[src/rtl/i2c_abort_pkg.sv]
package i2c_abort_pkg;

    localparam int unsigned NUM_CAUSES = 10;

    typedef logic [NUM_CAUSES-1:0] cause_vec_t;

    typedef enum int unsigned {
        C_ADDR7_NACK   = 0,
        C_ADDR10A_NACK = 1,
        C_ADDR10B_NACK = 2,
        C_DATA_NACK    = 3,
        C_GCALL_NACK   = 4,
        C_GCALL_READ   = 5,
        C_HSCODE_ACK   = 6,
        C_SBYTE_ACK    = 7,
        C_HS_NORESTART = 8,
        C_SB_NORESTART = 9
    } cause_idx_e;

    // Causes that are held by configuration rather than raised by an event.
    localparam cause_vec_t LEVEL_CAUSES = cause_vec_t'(1) << C_SB_NORESTART;

    typedef struct packed {
        logic ack;
        logic addr1_done;
        logic addr2_done;
        logic data_done;
        logic gcall_done;
        logic hs_code_done;
        logic sbyte_done;
        logic hs_req;
        logic cmd_valid;
        logic cmd_read;
    } engine_ev_t;

    typedef struct packed {
        logic addr10;
        logic restart_en;
        logic special;
        logic sbyte_sel;
    } cause_cfg_t;

endpackage

[src/rtl/i2c_abort_decode.sv]
module i2c_abort_decode
    import i2c_abort_pkg::*;
(
    input  engine_ev_t ev_i,
    input  cause_cfg_t cfg_i,
    output cause_vec_t set_o
);

    logic gcall_mode;
    logic sbyte_mode;
    logic nack;

    always_comb begin
        gcall_mode = cfg_i.special & ~cfg_i.sbyte_sel;
        sbyte_mode = cfg_i.special &  cfg_i.sbyte_sel;
        nack       = ~ev_i.ack;

        set_o                 = '0;
        set_o[C_ADDR7_NACK]   = ev_i.addr1_done & nack & ~cfg_i.addr10;
        set_o[C_ADDR10A_NACK] = ev_i.addr1_done & nack &  cfg_i.addr10;
        set_o[C_ADDR10B_NACK] = ev_i.addr2_done & nack &  cfg_i.addr10;
        set_o[C_DATA_NACK]    = ev_i.data_done  & nack;
        set_o[C_GCALL_NACK]   = ev_i.gcall_done & nack;
        set_o[C_GCALL_READ]   = ev_i.cmd_valid  & ev_i.cmd_read & gcall_mode;
        set_o[C_HSCODE_ACK]   = ev_i.hs_code_done & ev_i.ack;
        set_o[C_SBYTE_ACK]    = ev_i.sbyte_done   & ev_i.ack;
        set_o[C_HS_NORESTART] = ev_i.hs_req & ~cfg_i.restart_en;
        set_o[C_SB_NORESTART] = sbyte_mode & ~cfg_i.restart_en;
    end

endmodule

[src/rtl/i2c_abort_flags.sv]
module i2c_abort_flags
    import i2c_abort_pkg::*;
#(
    parameter int unsigned  WIDTH      = NUM_CAUSES,
    parameter logic [WIDTH-1:0] LEVEL_MASK = LEVEL_CAUSES
) (
    input  logic             clk,
    input  logic             rst_n,
    input  logic             clr_i,
    input  logic [WIDTH-1:0] set_i,
    output logic [WIDTH-1:0] flags_o,
    output logic             abort_o
);

    typedef struct packed {
        logic [WIDTH-1:0] flags;
        logic             abort;
    } state_t;

    state_t state_d, state_q;

    logic [WIDTH-1:0] bit_next;
    logic [WIDTH-1:0] bit_new;

    // Per-bit next value: event bits let a same-cycle set beat the clear,
    // level bits are always dropped by a clear and re-raised by their cause.
    for (genvar i = 0; i < WIDTH; i++) begin : g_bit
        if (LEVEL_MASK[i]) begin : g_level
            assign bit_next[i] = clr_i ? 1'b0 : (state_q.flags[i] | set_i[i]);
            assign bit_new[i]  = ~clr_i & set_i[i] & ~state_q.flags[i];
        end else begin : g_event
            assign bit_next[i] = (state_q.flags[i] & ~clr_i) | set_i[i];
            assign bit_new[i]  = set_i[i];
        end
    end

    always_comb begin
        state_d       = state_q;
        state_d.flags = bit_next;
        state_d.abort = |bit_new;
    end

    always_ff @(posedge clk or negedge rst_n) begin
        if (!rst_n) begin
            state_q <= '0;
        end else begin
            state_q <= state_d;
        end
    end

    assign flags_o = state_q.flags;
    assign abort_o = state_q.abort;

endmodule

[src/rtl/i2c_abort_tracker.sv]
module i2c_abort_tracker
    import i2c_abort_pkg::*;
(
    input  logic                  clk,
    input  logic                  rst_n,
    input  logic                  clr_i,
    input  logic                  addr10_i,
    input  logic                  restart_en_i,
    input  logic                  special_i,
    input  logic                  sbyte_sel_i,
    input  logic                  ack_i,
    input  logic                  addr1_done_i,
    input  logic                  addr2_done_i,
    input  logic                  data_done_i,
    input  logic                  gcall_done_i,
    input  logic                  hs_code_done_i,
    input  logic                  sbyte_done_i,
    input  logic                  hs_req_i,
    input  logic                  cmd_valid_i,
    input  logic                  cmd_read_i,
    output logic [NUM_CAUSES-1:0] flags_o,
    output logic                  abort_o
);

    engine_ev_t ev;
    cause_cfg_t cfg;
    cause_vec_t cause_set;

    always_comb begin
        ev.ack          = ack_i;
        ev.addr1_done   = addr1_done_i;
        ev.addr2_done   = addr2_done_i;
        ev.data_done    = data_done_i;
        ev.gcall_done   = gcall_done_i;
        ev.hs_code_done = hs_code_done_i;
        ev.sbyte_done   = sbyte_done_i;
        ev.hs_req       = hs_req_i;
        ev.cmd_valid    = cmd_valid_i;
        ev.cmd_read     = cmd_read_i;

        cfg.addr10      = addr10_i;
        cfg.restart_en  = restart_en_i;
        cfg.special     = special_i;
        cfg.sbyte_sel   = sbyte_sel_i;
    end

    i2c_abort_decode u_decode (
        .ev_i  (ev),
        .cfg_i (cfg),
        .set_o (cause_set)
    );

    i2c_abort_flags #(
        .WIDTH      (NUM_CAUSES),
        .LEVEL_MASK (LEVEL_CAUSES)
    ) u_flags (
        .clk     (clk),
        .rst_n   (rst_n),
        .clr_i   (clr_i),
        .set_i   (cause_set),
        .flags_o (flags_o),
        .abort_o (abort_o)
    );

endmodule

[config.mk]
export PLATFORM = sky130hd
export DESIGN_NAME = i2c_abort_tracker
export DESIGN_NICKNAME = d
export VERILOG_FILES = /design/src/rtl/i2c_abort_pkg.sv /design/src/rtl/i2c_abort_decode.sv /design/src/rtl/i2c_abort_flags.sv /design/src/rtl/i2c_abort_tracker.sv
export SDC_FILE = /design/constraint.sdc
export NUM_CORES = 1
export LEC_CHECK = 0
export ABC_AREA = 1
export BUFFER_PORTS_ARGS = -buffer_cell sky130_fd_sc_hd__clkbuf_2
export CORE_AREA = 2 2 39 41
export CTS_CLUSTER_DIAMETER = 150
export DETAILED_ROUTE_END_ITERATION = 10
export DIE_AREA = 0 0 41 43
export PLACE_DENSITY = 0.67
export SLEW_MARGIN = 10
export SYNTH_ARGS = -nofsm -noshare
export SYNTH_HDL_FRONTEND = slang
export SYNTH_HIERARCHICAL = 1
export SYNTH_SLANG_ARGS = --single-unit
[constraint.sdc]
create_clock -name clk -period 1.1 [get_ports clk]
set_clock_uncertainty 0.05 [all_clocks]
set_input_delay 0.22 -clock clk [delete_from_list [all_inputs] [get_ports clk]]
set_output_delay 0.22 -clock clk [all_outputs]
set_load 0.05 [all_outputs]
Yosys cells after proc, flatten, opt, wreduce, memory -nomap -nowiden. Cells that the tools add are included.

Flip-flop bits (word level): 11. Input port bits: 17. Output and inout port bits: 11. Word-level logic and storage cells: 46.

Muxes and demuxes: 1. Bitwise logic cells: 42. Reduce and logical (&&, ||, !) cells: 1.

Operators with widths (number): AND 1 bit (26); OR 1 bit (10); OR reduction 10 bit (1); inverter 1 bit (6); two-way mux 1 bit (1).

Longest topological paths before layout.
Word-level depth: 5. Depth in mapped cells: 7. Mapped depth without buffers: 7.

Cells and area by module. Netlist, hierarchy kept.

By module, submodules not included: i2c_abort_flags (times used 1, cells an instance 44, area each 422.9 um^2, sequential area each 275.3 um^2); i2c_abort_decode (times used 1, cells an instance 23, area each 88.8 um^2, sequential area each 0.0 um^2).

Least setup slack after synthesis. Ideal clock, no wire load.

Path kind: flip-flop to flip-flop. Start point: reg u_flags.state_q (netlist bit u_flags/flags_o[9]). End point: reg u_flags.state_q (netlist bit u_flags/abort_o). Library setup time: 119 ps. Arrival: 844 ps. Data required time: 931 ps. Setup slack: 87 ps. Cell stages (with the launch flop): 4. Path buffers: 0. Clock period less this slack: 1013 ps. Cell sequence: dfrtp_1 > nor2_1 > nor2_1 > nand2_1.

RTL lines: from (decl) (line i2c_abort_flags.sv:20) `state_t state_d, state_q;`; from (signal assigned) (line i2c_abort_flags.sv:47) `state_q <= state_d;`.

Final worst setup path.
Start point: reg u_flags.state_q (netlist bit u_flags/flags_o[1]). End point: out flags_o[1].

RTL lines: to (decl) (line i2c_abort_tracker.sv:21) `output logic [NUM_CAUSES-1:0] flags_o,`.

No word-level cell between the ends.

==> results list <==
* Asr flop ratio synth: 100%
* Fraction of layout instances using a drive strength above 1: between 30% and 40%
- Cell count after synthesis: 67
- Number of buffers on the longest clock path: 2
* Result of the run: complete, but fails checks
- The floorplan step defined a die boundary enclosing about 0.0018 sq mm.
* Final antenna diode count: 0
* Global route hottest layer: met2
* Power Total: 1.09 mW
* Cell type with the largest total area after synthesis: sky130_fd_sc_hd__dfrtp_1
- Summed over all layers, the global routing overflow is 0.
- # nets final: 121
- Entering global routing, the biggest net connects 12 pins.
* Root Buffer Master: sky130_fd_sc_hd__clkbuf_4
* DRC violation count after routing: 0
- Relative to the synthesized area, the layout overhead comes to 64.1%.
* HPWL after DPL: 865 um
- Based on the critical path, the design can be clocked at up to 903 MHz.
- Among all cell types in the netlist, the one instantiated most often is sky130_fd_sc_hd__nand2_1.
- From left edge to right edge, the die measures around 41 um.
- In this run the static leakage power is between 0.5 and 0.6 nW.
- Chain of cells forming the critical path: buf_8
- In the final routed layout, each cell accounts on average for 10.4 um.
- Number of primary I/O pins: 28
* Core outline area: ~0.0014 sq mm
- Final count of hold timing violations: 0
- Portion of the post-synthesis area used by sequential elements: 53.8%
* Worst-case hold slack: 197 ps
- Type of element launching the critical path: register
- Placed instance count: 110
* Critical Path Sink Type: output port
- Global routing used between 10% and 20% of the available met1 tracks.
- Worst min-delay path category: primary input to register
- GPL Wtd Cong: between 0.6 and 0.7
* Antenna viol nets, final: 0
- Number of endpoints failing setup at the final stage: 6
- Timing analysis after detailed placement gives a worst setup slack of approximately 120 ps.
* Synthesized Nets: 84
- Once the floorplan was initialized, standard cells occupied approximately 37% of the core.
- For this design, the sink count on the clock tree is 11.
* Setup Crit Path Kind: register to output port
- Worst path bufs/invs: 1
- Failing checks: setup timing
- Clock tree synthesis inserted a total of 3 buffers.
- Vias per std cell: between 4 and 5
- Along the worst path, the maximum fanout reaches 2.
- The routed layout has around 520 vias.
- The count of buffers added on input and output ports is 27.
* Aggregate routed wire length: approximately 1.2 mm
* Max-slew violation total from the final report: 0
- After synthesis, the netlist uses 9 different library cells.
- Placement row count: 14
- Die Y: between 40 and 50 um
- Synthesized area: ~510 sq um
* Antenna violations before repair: 0
- CTS built an H-tree with a depth of 1.
* Top post-synthesis cells by count: sky130_fd_sc_hd__nand2_1 (22), sky130_fd_sc_hd__inv_1 (13), sky130_fd_sc_hd__nor2_1 (13), sky130_fd_sc_hd__dfrtp_1 (11), sky130_fd_sc_hd__a21o_1 (4)
- Counting the fill cells in the layout gives about 130.
- Met3 global-route usage: 4.71%
- Across the run, the number of max-cap violations was 0.
- Most used flip-flop cell after synthesis: sky130_fd_sc_hd__dfrtp_1
* Setup tns final: -20.4 ps
- Final worst path period need: about 1100 ps
* Slew headroom: roughly 81%
- Dividing total power by cell area gives a power density of 1290 mW/mm^2.
- By area the synthesized netlist is led by sky130_fd_sc_hd__dfrtp_1 (54%), sky130_fd_sc_hd__nand2_1 (16%), sky130_fd_sc_hd__inv_1 (9.5%).
* Count of routing violations after the opening detailed-route iteration: 3
* Post-layout instance area: about 840 sq um
- Excluding fillers, the count of instances in the completed layout stands at roughly 120.
- Fin worst setup slack: -6.91 ps
- Across the VDD grid, the largest voltage drop is about 0.62 mV.
- The first detailed-routing pass ran for 4 iterations.
- At the pin with the least slew margin, the transition time is about 280 ps.
- Setup repair after global routing missed its margin: true
- Data on the critical path arrives at its endpoint at roughly 840 ps.
* Count of flip-flops with a built-in enable after synthesis: 0
- TritonCTS clock tree: done
- Overall global routing resource usage: ~17%
- Once layout is complete, the utilization of the core stands at between 60% and 70%.
- In this design, the stage delay of the slowest critical-path cell is roughly 410 ps.
- Synthesized flop and latch total: 11
- Clock latency on the worst-skew pair, taken at its later pin, is 270 ps.
- On the critical path the largest part of the delay comes from flip-flops.
* Critical-path cell with the highest stage delay: sky130_fd_sc_hd__dfrtp_1
- Area fraction of the dominant cell type after synthesis: 53.8%
* Placed Area: about 660 sq um
- Share of the cycle needed by the critical path after routing: 101%
- Clock-pin slew was measured on the worst setup and hold paths at 80 ps.
* Vias in the first global route: between 500 and 600
- Wire length of the first global-routing pass: around 2.0 mm
* Met2 layer usage reported by global route: 28.7%
* Post-synthesis area per instance: 7.64 sq um
- Critical path required time: slightly above 800 ps
* Count of yosys warnings during synthesis: 6
==> where the power goes <==
| part | internal [mW] | switching [mW] | leakage [nW] |
|---|---|---|---|
| logic | 0.150 | 0.192 | 0.370 |
| registers | 0.436 | 0.0281 | 0.137 |
| clock network | 0.140 | 0.140 | 0.0150 |
| total | 0.726 | 0.360 | 0.522 |
==> cell usage in the layout, fill, tap and decap left out <==
cell / instances
sky130_fd_sc_hd__clkbuf_2: 16
sky130_fd_sc_hd__inv_2: 1
sky130_fd_sc_hd__dfrtp_1: 11
sky130_fd_sc_hd__nor2_1: 13
sky130_fd_sc_hd__nand2_1: 22
sky130_fd_sc_hd__nand3_1: 1
sky130_fd_sc_hd__clkbuf_4: 3
sky130_fd_sc_hd__dlygate4sd3_1: 1
sky130_fd_sc_hd__buf_8: 11
sky130_fd_sc_hd__buf_4: 5
sky130_fd_sc_hd__nand2_2: 1
sky130_fd_sc_hd__a21o_1: 4
sky130_fd_sc_hd__clkbuf_1: 1
sky130_fd_sc_hd__inv_1: 13
==> final timing paths <==
kind	from	endpoint	slack [ps]	cells past startpoint
max in group asynchronous	rst_n	u_flags/flags_o[8]	460	2
hold / removal	data_done_i	u_flags/flags_o[3]	200	5
setup reg to reg	u_flags/flags_o[3]	u_flags/flags_o[3]	190	4
setup / recovery	u_flags/flags_o[1]	flags_o[1]	-7	1
hold reg to reg	u_flags/flags_o[2]	u_flags/flags_o[2]	480	2
min in group asynchronous	rst_n	u_flags/flags_o[3]	320	2
==> final cells by class <==
cell class | instances | area [sq um] | share of cell area (%)
timing repair buffer | 33 | 293 | 34.9
sequential | 11 | 275 | 32.8
multi-input combinational | 41 | 173 | 20.6
inverter | 14 | 52.6 | 6.26
clock buffer | 4 | 26.3 | 3.13
tap | 16 | 20.0 | 2.38
==> routing by layer <==
| layer | vias to the layer above | routed length, um | part of all wire, % |
|---|---|---|---|
| met5 | - | 0 | 0 |
| met4 | 0 | 8 | 0.65 |
| met1 | 243 | 491 | 40 |
| met3 | 2 | 51 | 4.1 |
| li1 | 262 | - | - |
| met2 | 16 | 684 | 55 |
==> state kept, by name, summed over array words and instances (netlist names) <==
name             count
u_flags/flags_o     10
u_flags/abort_o      1
==> logic make-up (layout without fill, tap and decap cells) <==
| kind of cell | Yosys count | in the layout | synth area share, % |
|---|---|---|---|
| and+or+nand+nor | 37 | 37 | 27.9 |
| buffers and inverters | 15 | 51 | 12.5 |
| DFF | 11 | 11 | 53.8 |
| AOI/OAI and AO/OA | 4 | 4 | 5.87 |
==> repair_timing <==
| item | 4_1_cts | 5_1_grt |
|---|---|---|
| endpoints found under the setup margin | 11 | 11 |
| endpoints found under the hold margin | 11 | 0 |
| buffers inserted | 3 | 1 |
| hold buffers | 1 | 0 |
| cloned | 0 | 0 |
| gates resized for setup | 22 | 11 |
Power figures use the tool's default switching activity.
